===== src/rtl/mdio_tgt_pkg.sv =====
package mdio_tgt_pkg;

  // Frame decode phases, in bus order
  typedef enum logic [2:0] {
    S_HUNT,
    S_START,
    S_OP,
    S_ADDR,
    S_TA,
    S_DATA
  } fr_state_e;

endpackage


===== src/rtl/mdio_rx_sync.sv =====
module mdio_rx_sync #(
  parameter int STAGES = 2
) (
  input  logic clk,
  input  logic rst_n,
  input  logic mdc_in,
  input  logic mdio_in,
  output logic rx_bit,
  output logic mdc_rise,
  output logic mdc_fall
);

  // One extra MDC stage keeps the previous synchronized level
  logic [STAGES:0]   mdc_q;
  logic [STAGES-1:0] dat_q;

  always_ff @(posedge clk or negedge rst_n) begin
    if (!rst_n) begin
      mdc_q <= '0;
      dat_q <= '1;
    end else begin
      mdc_q <= {mdc_q[STAGES-1:0], mdc_in};
      dat_q <= {dat_q[STAGES-2:0], mdio_in};
    end
  end

  assign rx_bit   = dat_q[STAGES-1];
  assign mdc_rise =  mdc_q[STAGES-1] & ~mdc_q[STAGES];
  assign mdc_fall = ~mdc_q[STAGES-1] &  mdc_q[STAGES];

endmodule


===== src/rtl/mdio_frame_fsm.sv =====
module mdio_frame_fsm
  import mdio_tgt_pkg::*;
#(
  parameter int PHY_W   = 5,
  parameter int REG_W   = 5,
  parameter int DATA_W  = 16,
  parameter int PRE_LEN = 32
) (
  input  logic              clk,
  input  logic              rst_n,
  input  logic [PHY_W-1:0]  dev_addr,
  input  logic              rx_bit,
  input  logic              mdc_rise,
  input  logic              mdc_fall,
  input  logic [DATA_W-1:0] rd_data,
  output logic [REG_W-1:0]  reg_idx,
  output logic              wr_req,
  output logic [DATA_W-1:0] wr_data,
  output logic              mdio_oe,
  output logic              mdio_do,
  output logic              rd_match
);

  localparam int HDR_W = PHY_W + REG_W;
  localparam int PC_W  = $clog2(PRE_LEN + 1);
  localparam int MAXB  = (DATA_W > HDR_W) ? DATA_W : HDR_W;
  localparam int BC_W  = $clog2(MAXB);

  fr_state_e         state_q, state_d;
  logic [PC_W-1:0]   ones_q, ones_d;
  logic [BC_W-1:0]   bcnt_q, bcnt_d;
  logic [HDR_W-1:0]  hdr_q, hdr_d, hdr_sh;
  logic [DATA_W-1:0] sh_q, sh_d;
  logic              rd_q, rd_d;
  logic              hit_q, hit_d;
  logic              oe_q, oe_d;
  logic              do_q, do_d;
  logic              wrq_q, wrq_d;

  assign hdr_sh = {hdr_q[HDR_W-2:0], rx_bit};

  // Next-state logic: inputs are taken on MDC rising edges
  // and the driven value is updated on MDC falling edges
  always_comb begin
    state_d = state_q;
    ones_d  = ones_q;
    bcnt_d  = bcnt_q;
    hdr_d   = hdr_q;
    sh_d    = sh_q;
    rd_d    = rd_q;
    hit_d   = hit_q;
    oe_d    = oe_q;
    do_d    = do_q;
    wrq_d   = 1'b0;

    if (mdc_rise) begin
      case (state_q)
        S_HUNT: begin
          if (rx_bit) begin
            if (ones_q != PC_W'(PRE_LEN)) ones_d = ones_q + 1'b1;
          end else begin
            if (ones_q == PC_W'(PRE_LEN)) state_d = S_START;
            ones_d = '0;
          end
        end
        S_START: begin
          bcnt_d  = '0;
          state_d = rx_bit ? S_OP : S_HUNT;
        end
        S_OP: begin
          if (bcnt_q == '0) begin
            rd_d   = rx_bit;
            bcnt_d = BC_W'(1);
          end else begin
            bcnt_d  = '0;
            // valid opcodes are the two patterns whose bits differ
            state_d = (rd_q != rx_bit) ? S_ADDR : S_HUNT;
          end
        end
        S_ADDR: begin
          hdr_d = hdr_sh;
          if (bcnt_q == BC_W'(HDR_W - 1)) begin
            bcnt_d  = '0;
            state_d = S_TA;
            hit_d   = (hdr_sh[HDR_W-1:REG_W] == dev_addr);
          end else begin
            bcnt_d = bcnt_q + 1'b1;
          end
        end
        S_TA: begin
          if (bcnt_q == '0) begin
            bcnt_d = BC_W'(1);
          end else begin
            bcnt_d  = '0;
            state_d = S_DATA;
            sh_d    = rd_data;
          end
        end
        S_DATA: begin
          if (!rd_q) sh_d = {sh_q[DATA_W-2:0], rx_bit};
          if (bcnt_q == BC_W'(DATA_W - 1)) begin
            bcnt_d  = '0;
            state_d = S_HUNT;
            wrq_d   = !rd_q && hit_q;
          end else begin
            bcnt_d = bcnt_q + 1'b1;
          end
        end
        default: state_d = S_HUNT;
      endcase
    end

    if (mdc_fall) begin
      oe_d = 1'b0;
      do_d = 1'b1;
      if (rd_q && hit_q) begin
        if (state_q == S_TA && bcnt_q == BC_W'(1)) begin
          oe_d = 1'b1;
          do_d = 1'b0;
        end else if (state_q == S_DATA) begin
          oe_d = 1'b1;
          do_d = sh_q[DATA_W-1];
          sh_d = {sh_q[DATA_W-2:0], 1'b0};
        end
      end
    end
  end

  always_ff @(posedge clk or negedge rst_n) begin
    if (!rst_n) begin
      state_q <= S_HUNT;
      ones_q  <= '0;
      bcnt_q  <= '0;
      hdr_q   <= '0;
      sh_q    <= '0;
      rd_q    <= 1'b0;
      hit_q   <= 1'b0;
      oe_q    <= 1'b0;
      do_q    <= 1'b1;
      wrq_q   <= 1'b0;
    end else begin
      state_q <= state_d;
      ones_q  <= ones_d;
      bcnt_q  <= bcnt_d;
      hdr_q   <= hdr_d;
      sh_q    <= sh_d;
      rd_q    <= rd_d;
      hit_q   <= hit_d;
      oe_q    <= oe_d;
      do_q    <= do_d;
      wrq_q   <= wrq_d;
    end
  end

  assign reg_idx  = hdr_q[REG_W-1:0];
  assign wr_req   = wrq_q;
  assign wr_data  = sh_q;
  assign mdio_oe  = oe_q;
  assign mdio_do  = do_q;
  assign rd_match = rd_q & hit_q;

endmodule


===== src/rtl/mdio_regfile.sv =====
module mdio_regfile #(
  parameter int              NREG   = 32,
  parameter int              DATA_W = 16,
  parameter int              IDX_W  = 5,
  parameter int              RO_A   = 2,
  parameter int              RO_B   = 3,
  parameter logic [DATA_W-1:0] ID_HI = 16'h0141,
  parameter logic [DATA_W-1:0] ID_LO = 16'h0C2A
) (
  input  logic              clk,
  input  logic              rst_n,
  input  logic              wr_req,
  input  logic [IDX_W-1:0]  wr_idx,
  input  logic [DATA_W-1:0] wr_data,
  input  logic [IDX_W-1:0]  rda_idx,
  output logic [DATA_W-1:0] rda_data,
  input  logic [IDX_W-1:0]  rdb_idx,
  output logic [DATA_W-1:0] rdb_data,
  output logic              stb,
  output logic [IDX_W-1:0]  stb_idx,
  output logic [DATA_W-1:0] stb_data
);

  logic [DATA_W-1:0] ent [NREG];
  logic              wr_ok;

  assign wr_ok = wr_req && (wr_idx != IDX_W'(RO_A)) && (wr_idx != IDX_W'(RO_B));

  for (genvar g = 0; g < NREG; g++) begin : g_ent
    if (g == RO_A) begin : g_id_hi
      assign ent[g] = ID_HI;
    end else if (g == RO_B) begin : g_id_lo
      assign ent[g] = ID_LO;
    end else begin : g_rw
      logic [DATA_W-1:0] val_q;
      logic              en;
      assign en = wr_ok && (wr_idx == IDX_W'(g));
      always_ff @(posedge clk or negedge rst_n) begin
        if (!rst_n)  val_q <= '0;
        else if (en) val_q <= wr_data;
      end
      assign ent[g] = val_q;
    end
  end

  always_ff @(posedge clk or negedge rst_n) begin
    if (!rst_n) begin
      stb      <= 1'b0;
      stb_idx  <= '0;
      stb_data <= '0;
    end else begin
      stb <= wr_ok;
      if (wr_ok) begin
        stb_idx  <= wr_idx;
        stb_data <= wr_data;
      end
    end
  end

  assign rda_data = ent[rda_idx];
  assign rdb_data = ent[rdb_idx];

endmodule


===== src/rtl/mdio_target.sv =====
module mdio_target #(
  parameter int                PHY_W       = 5,
  parameter int                REG_W       = 5,
  parameter int                DATA_W      = 16,
  parameter int                PRE_LEN     = 32,
  parameter int                SYNC_STAGES = 2,
  parameter logic [DATA_W-1:0] ID_HI       = 16'h0141,
  parameter logic [DATA_W-1:0] ID_LO       = 16'h0C2A
) (
  input  logic              clk,
  input  logic              rst_n,
  input  logic [PHY_W-1:0]  dev_addr,
  input  logic              mdc_in,
  input  logic              mdio_in,
  output logic              mdio_oe,
  output logic              mdio_do,
  input  logic [REG_W-1:0]  loc_idx,
  output logic [DATA_W-1:0] loc_data,
  output logic              wr_stb,
  output logic [REG_W-1:0]  wr_idx,
  output logic [DATA_W-1:0] wr_data
);

  localparam int NREG = 1 << REG_W;

  logic [1:0]        rst_sq;
  logic              rst_ni;
  logic              rx_bit_w, rise_w, fall_w;
  logic [REG_W-1:0]  reg_idx_w;
  logic              wr_req_w, rd_match_w;
  logic [DATA_W-1:0] fsm_wdata_w, rd_data_w;

  // Reset asserts at once and is released on the clock
  always_ff @(posedge clk or negedge rst_n) begin
    if (!rst_n) rst_sq <= 2'b00;
    else        rst_sq <= {rst_sq[0], 1'b1};
  end
  assign rst_ni = rst_sq[1];

  mdio_rx_sync #(.STAGES(SYNC_STAGES)) u_sync (
    .clk      (clk),
    .rst_n    (rst_ni),
    .mdc_in   (mdc_in),
    .mdio_in  (mdio_in),
    .rx_bit   (rx_bit_w),
    .mdc_rise (rise_w),
    .mdc_fall (fall_w)
  );

  mdio_frame_fsm #(
    .PHY_W  (PHY_W),
    .REG_W  (REG_W),
    .DATA_W (DATA_W),
    .PRE_LEN(PRE_LEN)
  ) u_fsm (
    .clk      (clk),
    .rst_n    (rst_ni),
    .dev_addr (dev_addr),
    .rx_bit   (rx_bit_w),
    .mdc_rise (rise_w),
    .mdc_fall (fall_w),
    .rd_data  (rd_data_w),
    .reg_idx  (reg_idx_w),
    .wr_req   (wr_req_w),
    .wr_data  (fsm_wdata_w),
    .mdio_oe  (mdio_oe),
    .mdio_do  (mdio_do),
    .rd_match (rd_match_w)
  );

  mdio_regfile #(
    .NREG  (NREG),
    .DATA_W(DATA_W),
    .IDX_W (REG_W),
    .RO_A  (2),
    .RO_B  (3),
    .ID_HI (ID_HI),
    .ID_LO (ID_LO)
  ) u_rf (
    .clk      (clk),
    .rst_n    (rst_ni),
    .wr_req   (wr_req_w),
    .wr_idx   (reg_idx_w),
    .wr_data  (fsm_wdata_w),
    .rda_idx  (reg_idx_w),
    .rda_data (rd_data_w),
    .rdb_idx  (loc_idx),
    .rdb_data (loc_data),
    .stb      (wr_stb),
    .stb_idx  (wr_idx),
    .stb_data (wr_data)
  );

endmodule


===== config.mk =====
export PLATFORM = sky130hd
export DESIGN_NAME = mdio_target
export DESIGN_NICKNAME = d
export VERILOG_FILES = /design/src/rtl/mdio_tgt_pkg.sv /design/src/rtl/mdio_rx_sync.sv /design/src/rtl/mdio_frame_fsm.sv /design/src/rtl/mdio_regfile.sv /design/src/rtl/mdio_target.sv
export SDC_FILE = /design/constraint.sdc
export NUM_CORES = 1
export LEC_CHECK = 0
export BUFFER_PORTS_ARGS = -buffer_cell sky130_fd_sc_hd__buf_2
export CAP_MARGIN = 30
export CORE_MARGIN = 2
export CORE_UTILIZATION = 50
export CTS_BUF_LIST = sky130_fd_sc_hd__clkbuf_2 sky130_fd_sc_hd__clkbuf_4 sky130_fd_sc_hd__clkbuf_8
export CTS_CLUSTER_DIAMETER = 40
export DETAILED_ROUTE_END_ITERATION = 8
export PLACE_DENSITY = 0.68
export SLEW_MARGIN = 10
export SYNTH_ARGS = -nofsm -noshare
export SYNTH_HDL_FRONTEND = slang
export SYNTH_SLANG_ARGS = --single-unit

===== constraint.sdc =====
create_clock -name clk -period 16.2 [get_ports clk]
set_input_delay 2.43 -clock clk [delete_from_list [all_inputs] [get_ports clk]]
set_output_delay 2.43 -clock clk [all_outputs]
set_load 0.05 [all_outputs]

==> impl_metrics.ini, run 1 <==
[synth]
synth_top_area_share_pct = 46.6
ys_async_sr_fraction_pct = 100
netlist_top_cells_area = dfrtp_1, mux2_2, mux4_2
yosys_warnings = 0
syn-cell-area_um2 = 29500
synth_common_cells = dfrtp_1, mux2_2, mux4_2
yosys_register_bits = 552
synthesis.instances = 2130
synth.largest_area_cell = dfrtp_1
syn-num-nets = 2149
synth.lib_cells_used.distinct = 70
synth_enable_flop_cells = 0
seq_area_frac_synth_pct = 46.8
syn-mean-instance-area_um2 = 13.9
post-synth-top-count-cell = dfrtp_1
ys.flop_type = dfrtp_1

[clock_network]
cts_inserted_buffers = 102
cts_post_setup_buffers_inserted = 0
ctsRootBufferMaster = clkbuf_8
clk_latency_ps = 720
clkSinkCount = 552
cts.path.max_buffers = 3
clkSlewWorstSetupHoldPaths_ps = 60
cts_h_tree_depth = 3
cts_hold_repair.buffers = 0
count_of_cells_resized_by_post_cts_repair = 0
cts_tree = yes

[die]
core_area_um2 = 58700
chip_width_um = 247
die_height_um = 247
ioPinCount = 54
floorplan.die_area_um2 = 61000
core.rowCount = 89
initial_utilization_pct = 50.3

[placement]
gpl.final_weighted_congestion = 0.861
place.detailed.hpwl_mm = 53.6
pre_cts_ws_ps = 7930
place.port_buffers = 53

[sta]
finalHoldViolations = 0
rsz0062_at_grt = false
slew_headroom_pct = 27.2
highest_achievable_clock_rate_mhz = 124
final_min_period_over_clock_period_pct = 49.8
slew_viol_final = 0
finClkSkew_ps = 39.1
finalSetupViolations = 0
worst-slew-pin-transition_ps = 1090
crit_path_setup_slack_layout_ps = 8130
fin_crit_ps = 8070
timing.setup.tns_ps = 0

[cells_and_area]
finish.net_count = 2164
area_growth_syn_to_layout_pct = 12.1
drive_above_1_share_pct = 48.0

[worst_setup_path]
cp_max_fo = 54
reg2reg_to = u_rf.g_ent[22].g_rw.val_q[14]
cp_startpoint_kind = primary input
worst-setup-path-type = primary input to primary output
cp-end-kind = primary output
rr_startpoint = u_fsm.hdr_q[1]
arrival_ps = 5640
setup.reg_to_reg.worst_slack_ps = 12340
reg2regPathDepth = 4
worstPathRequired_ps = 13770

[detailed_routing]
viasPerCell = 6.59
drt_pre_antenna_iters = 5
drt_wirelength_mm = 87.5
drtAntennaViolNets = 0
drt-initial-drc-count = 2001
number_of_drc_violations_after_detailed_routing = 0
vias = 19800
drt-wirelength-per-cell_um = 29.2

[min_path]
hold_path_class = flop to async pin

[run]
drv_cap = 0

[global_route]
grt_start_max_net_pins = 175
initial_antenna_violation_count = 1
groute.usage.overall_pct = 29.4
grt.overflow.total = 0
grt_pass1_wl_mm = 132
grt_pass1_vias = 20400

[power_and_ir_drop]
power.static_leakage_nw = 15.0
power_density_nw_per_um2 = 90.9
ir_worst_vdd_uv = 87.5

[status]
status = finished clean
[worst max-delay path, stage by stage]
cell	delay [ps]
clkbuf_8	320
buf_16	410
buf_4	520
buf_12	290
mux4_2	530
mux4_2	520
mux2_2	330
buf_2	230
[sequential cells by signal (all words and copies together), names as in the netlist, 2 cells and up]
name	cells
u_rf.stb_idx	5
u_sync.mdc_q	3
u_fsm.ones_q	6
u_fsm.state_q	3
u_rf.stb_data	16
rst_sq	2
u_rf.g_ent.g_rw.val_q	480
u_fsm.bcnt_q	4
u_fsm.hdr_q	9
u_sync.dat_q	2
u_fsm.wr_data	16
[routing by layer]
layer | share of wire (%) | GRT usage, %
met2 | 47 | 45.8
met1 | 40 | 39.8
met3 | 7.8 | 5.59
met5 | 0 | 0
met4 | 5.1 | 14.1
[through the flow]
step	instance area (um^2)	std cells	util, %	hold WS, ps	power [W]
final	33100	2998	56.3	188	0.00301
after global routing	33100	2998	56.3	214	0.00310
after CTS	32800	2988	56.0	353	0.00302
after detailed placement	30500	2805	51.9	340	0.00151
after global placement	30200	2791	51.4	336	0.00150
after floorplan	29500	2130	-	331	0.00148
[placed cells by master, fill, tap and decap left out, drive strengths merged, types with 12 or more instances in the layout]
cell	count
nand2	123
dfrtp	549
a211oi	12
mux2	509
clkinv	12
buf	120
a21oi	20
clkbuf	154
a221oi	18
mux4	213
o21ai	87
a22oi	14
nor2	50
o22ai	21
mux2i	68
inv	31
a221o	12
nor2b	20
[kinds of logic after synthesis]
| logic type | after synthesis | synth area share (%) |
|---|---|---|
| multiplexers | 790 | 38.0 |
| other | 1 | 0.0127 |
| adder cells (fa/ha/maj) | 5 | 0.212 |
| XOR/XNOR | 11 | 0.327 |
| buffers and inverters | 238 | 3.96 |
| AO/OA/AOI/OAI | 259 | 6.05 |
| flip-flops | 552 | 46.8 |
| AND/OR/NAND/NOR | 274 | 4.61 |
[area by class of cell]
class	instances	area (um^2)
Clock inverter	30	389
Clock buffer	153	1970
Multi-Input combinational cell	1340	14600
Tap cell	773	967
Sequential cell	552	13800
Antenna cell	1	2.50
Inverter	28	105
Timing Repair Buffer	121	1160
Fill cell	4599	25600
[how the worst max path moves through the flow]
stage               start              end  depth (start not counted)
2_1_floorplan   rst_sq[1]  u_fsm.bcnt_q[0]                          0
3_3_place_gp   loc_idx[0]      loc_data[8]                          6
3_5_place_dp   loc_idx[0]      loc_data[8]                          7
4_1_cts        loc_idx[0]      loc_data[8]                          7
5_1_grt        loc_idx[0]      loc_data[0]                          8
6_report       loc_idx[0]      loc_data[8]                          8
[power breakdown]
group          internal (W)   total, W  switching (W)  leakage [nW]
Sequential          0.00138    0.00138     0.00000284          7.63
Clock              0.000906    0.00152       0.000617          1.22
Combinational     0.0000287  0.0000971      0.0000685          6.17
Total               0.00232    0.00301       0.000688          15.0
No activity file was read; power rests on OpenSTA's default activity.
==> run 2: changes to the inputs <==
==> constraint.sdc (replaced) <==
create_clock -name clk -period 6.73 [get_ports clk]
set_input_delay 1.0095 -clock clk [delete_from_list [all_inputs] [get_ports clk]]
set_output_delay 1.0095 -clock clk [all_outputs]
set_load 0.05 [all_outputs]
==> run 2 against run 1 <==
Effect of this change:
- cell count hardly changed
- largest power group unchanged
- worst setup slack worse by 6200 ps
- utilization down 0.094 points
- clock skew is 8.3 ps lower
- critical path type unchanged
==> impl_metrics.ini, run 2 (synthesized netlist as in run 1, its figures left out) <==
[clock_network]
count_of_cells_resized_by_post_cts_repair = 0
cts_h_tree_depth = 3
cts_inserted_buffers = 103
clk_latency_ps = 700
cts_hold_repair.buffers = 0
cts_post_setup_buffers_inserted = 0
clkSlewWorstSetupHoldPaths_ps = 50
clkSinkCount = 552
cts_tree = yes
ctsRootBufferMaster = clkbuf_8
cts.path.max_buffers = 3

[cells_and_area]
final_common_cell = dfrtp_1
filler_cell_count = 4695
layout.area.seq_um2 = 13800
layout_common_cells = dfrtp_1, mux2_2, mux4_2
finish.net_count = 2161
drive_above_1_share_pct = 48.0
area_growth_syn_to_layout_pct = 11.9
largest_register_ff_count = 480
multiInputGateArea_um2 = 14600
regMostFlops = u_rf.g_ent.g_rw.val_q

[worst_setup_path]
slowest_delay_ps = 570
arrival_ps = 3790
worst_path_dominant_cell_family = multiplexers
cp_max_fo = 53
timing.critical_path.buf_inv = 3
path_cells = clkbuf_8 -> buf_4 -> mux4_2 -> mux4_2 -> mux2_2 -> buf_2
critPathMostFrequentCell = mux4_2
cp-end-kind = primary output
cp_startpoint_kind = primary input
worst-setup-path-type = primary input to primary output
critical_path.slowest_cell = mux4_2
worstPathRequired_ps = 5720

[placement]
place.detailed.hpwl_mm = 53.9
gpl.final_weighted_congestion = 0.854
place.port_buffers = 53
pre_cts_ws_ps = 1890

[die]
core.rowCount = 89
ioPinCount = 54
die_height_um = 247
chip_width_um = 247
floorplan.die_area_um2 = 61000
initial_utilization_pct = 50.3
core_area_um2 = 58700

[power_and_ir_drop]
sw_share_pct = 22.9
power.internal_w = 0.00560
power.static_leakage_nw = 15.0
ir_worst_vdd_uv = 160
share_comb_of_total_power_pct = 3.1
power_density_nw_per_um2 = 220
clock_power_share_pct = 50.9
total_switching_power_w = 0.00166
proportion_of_power_drawn_by_flip_flops_and_latches_pct = 46.0

[detailed_routing]
drt_wirelength_mm = 87.9
viasPerCell = 6.65
drt-initial-drc-count = 2194
drt-wirelength-per-cell_um = 29.3
drtAntennaViolNets = 0
vias = 19900
drt_pre_antenna_iters = 6
number_of_drc_violations_after_detailed_routing = 0

[global_route]
grt_start_max_net_pins = 182
groute.usage.overall_pct = 29.7
globalRouteMet3Util_pct = 6.35
grt_pass1_vias = 20700
grt.overflow.total = 0
grt.met2_usage_pct = 46.4
initial_antenna_violation_count = 1
global_route.peak_usage_layer = met2
grt_pass1_wl_mm = 134
met1_track_demand_over_resource_pct = 39.8

[sta]
finalSetupViolations = 0
rsz0062_at_grt = false
fin_crit_ps = 4800
finClkSkew_ps = 30.7
timing.setup.tns_ps = 0
highest_achievable_clock_rate_mhz = 208
slew_viol_final = 0
worst-slew-pin-transition_ps = 1090
final_min_period_over_clock_period_pct = 71.4
finalHoldViolations = 0
crit_path_setup_slack_layout_ps = 1930
slew_headroom_pct = 26.9

[run]
drv_cap = 0

[min_path]
hold_path_class = primary input to async pin

[status]
status = finished clean
-- run 2: cell count changes in the layout (fill, tap and decap cells not counted), sizes merged --
cell	change
buf	-6
clkinv	+6
clkbuf	-3
bufinv	+2
clkinvlp	+2
inv	-2
-- run 2: final cells by class --
cell class                 count  area share (%)
tap                          773            2.93
clock buffer                 148            5.75
multi-input combinational   1340            44.4
timing repair buffer         117            3.28
clock inverter                38            1.46
inverter                      28           0.318
sequential                   552            41.9
antenna                        1         0.00758
-- run 2: final timing paths --
check	slack [ps]	startpoint	to	cells past startpoint
setup reg to reg	2990	u_fsm.hdr_q[0]	u_rf.g_ent[25].g_rw.val_q[9]	4
max in group asynchronous	4570	rst_sq[1]	u_rf.g_ent[12].g_rw.val_q[15]	3
setup / recovery	1930	loc_idx[0]	loc_data[8]	6
hold / removal	100	rst_n	rst_sq[0]	1
hold reg to reg	270	rst_sq[1]	u_rf.g_ent[14].g_rw.val_q[11]	0
min in group clk	350	rst_sq[0]	rst_sq[1]	0
-- run 2: power by group through the flow --
| stage | combinational [W] | sequential, W | clock (W) |
|---|---|---|---|
| floorplan | 0.000116 | 0.00344 | 0 |
| global placement | 0.000217 | 0.00340 | 0 |
| detailed placement | 0.000221 | 0.00340 | 0 |
| finish | 0.000223 | 0.00334 | 0.00370 |
| global route | 0.000244 | 0.00333 | 0.00391 |
| CTS | 0.000222 | 0.00334 | 0.00375 |
-- run 2: routing by layer --
layer	share of wire, %	vias up
met5	0	-
met4	5.0	0
met3	8.3	270
met2	46	1000
met1	40	10500
li1	-	8139
-- run 2: through the flow --
stage | cells | instance area, um^2 | power [W] | hold slack, ps | utilization [%]
floorplan | 2130 | 29500 | 0.00355 | 331 | -
global placement | 2795 | 30200 | 0.00362 | 337 | 51.5
detailed placement | 2803 | 30400 | 0.00362 | 336 | 51.9
CTS | 2989 | 32800 | 0.00731 | 56.2 | 55.9
global route | 2997 | 33000 | 0.00749 | 70.6 | 56.2
finish | 2997 | 33000 | 0.00725 | 100 | 56.2
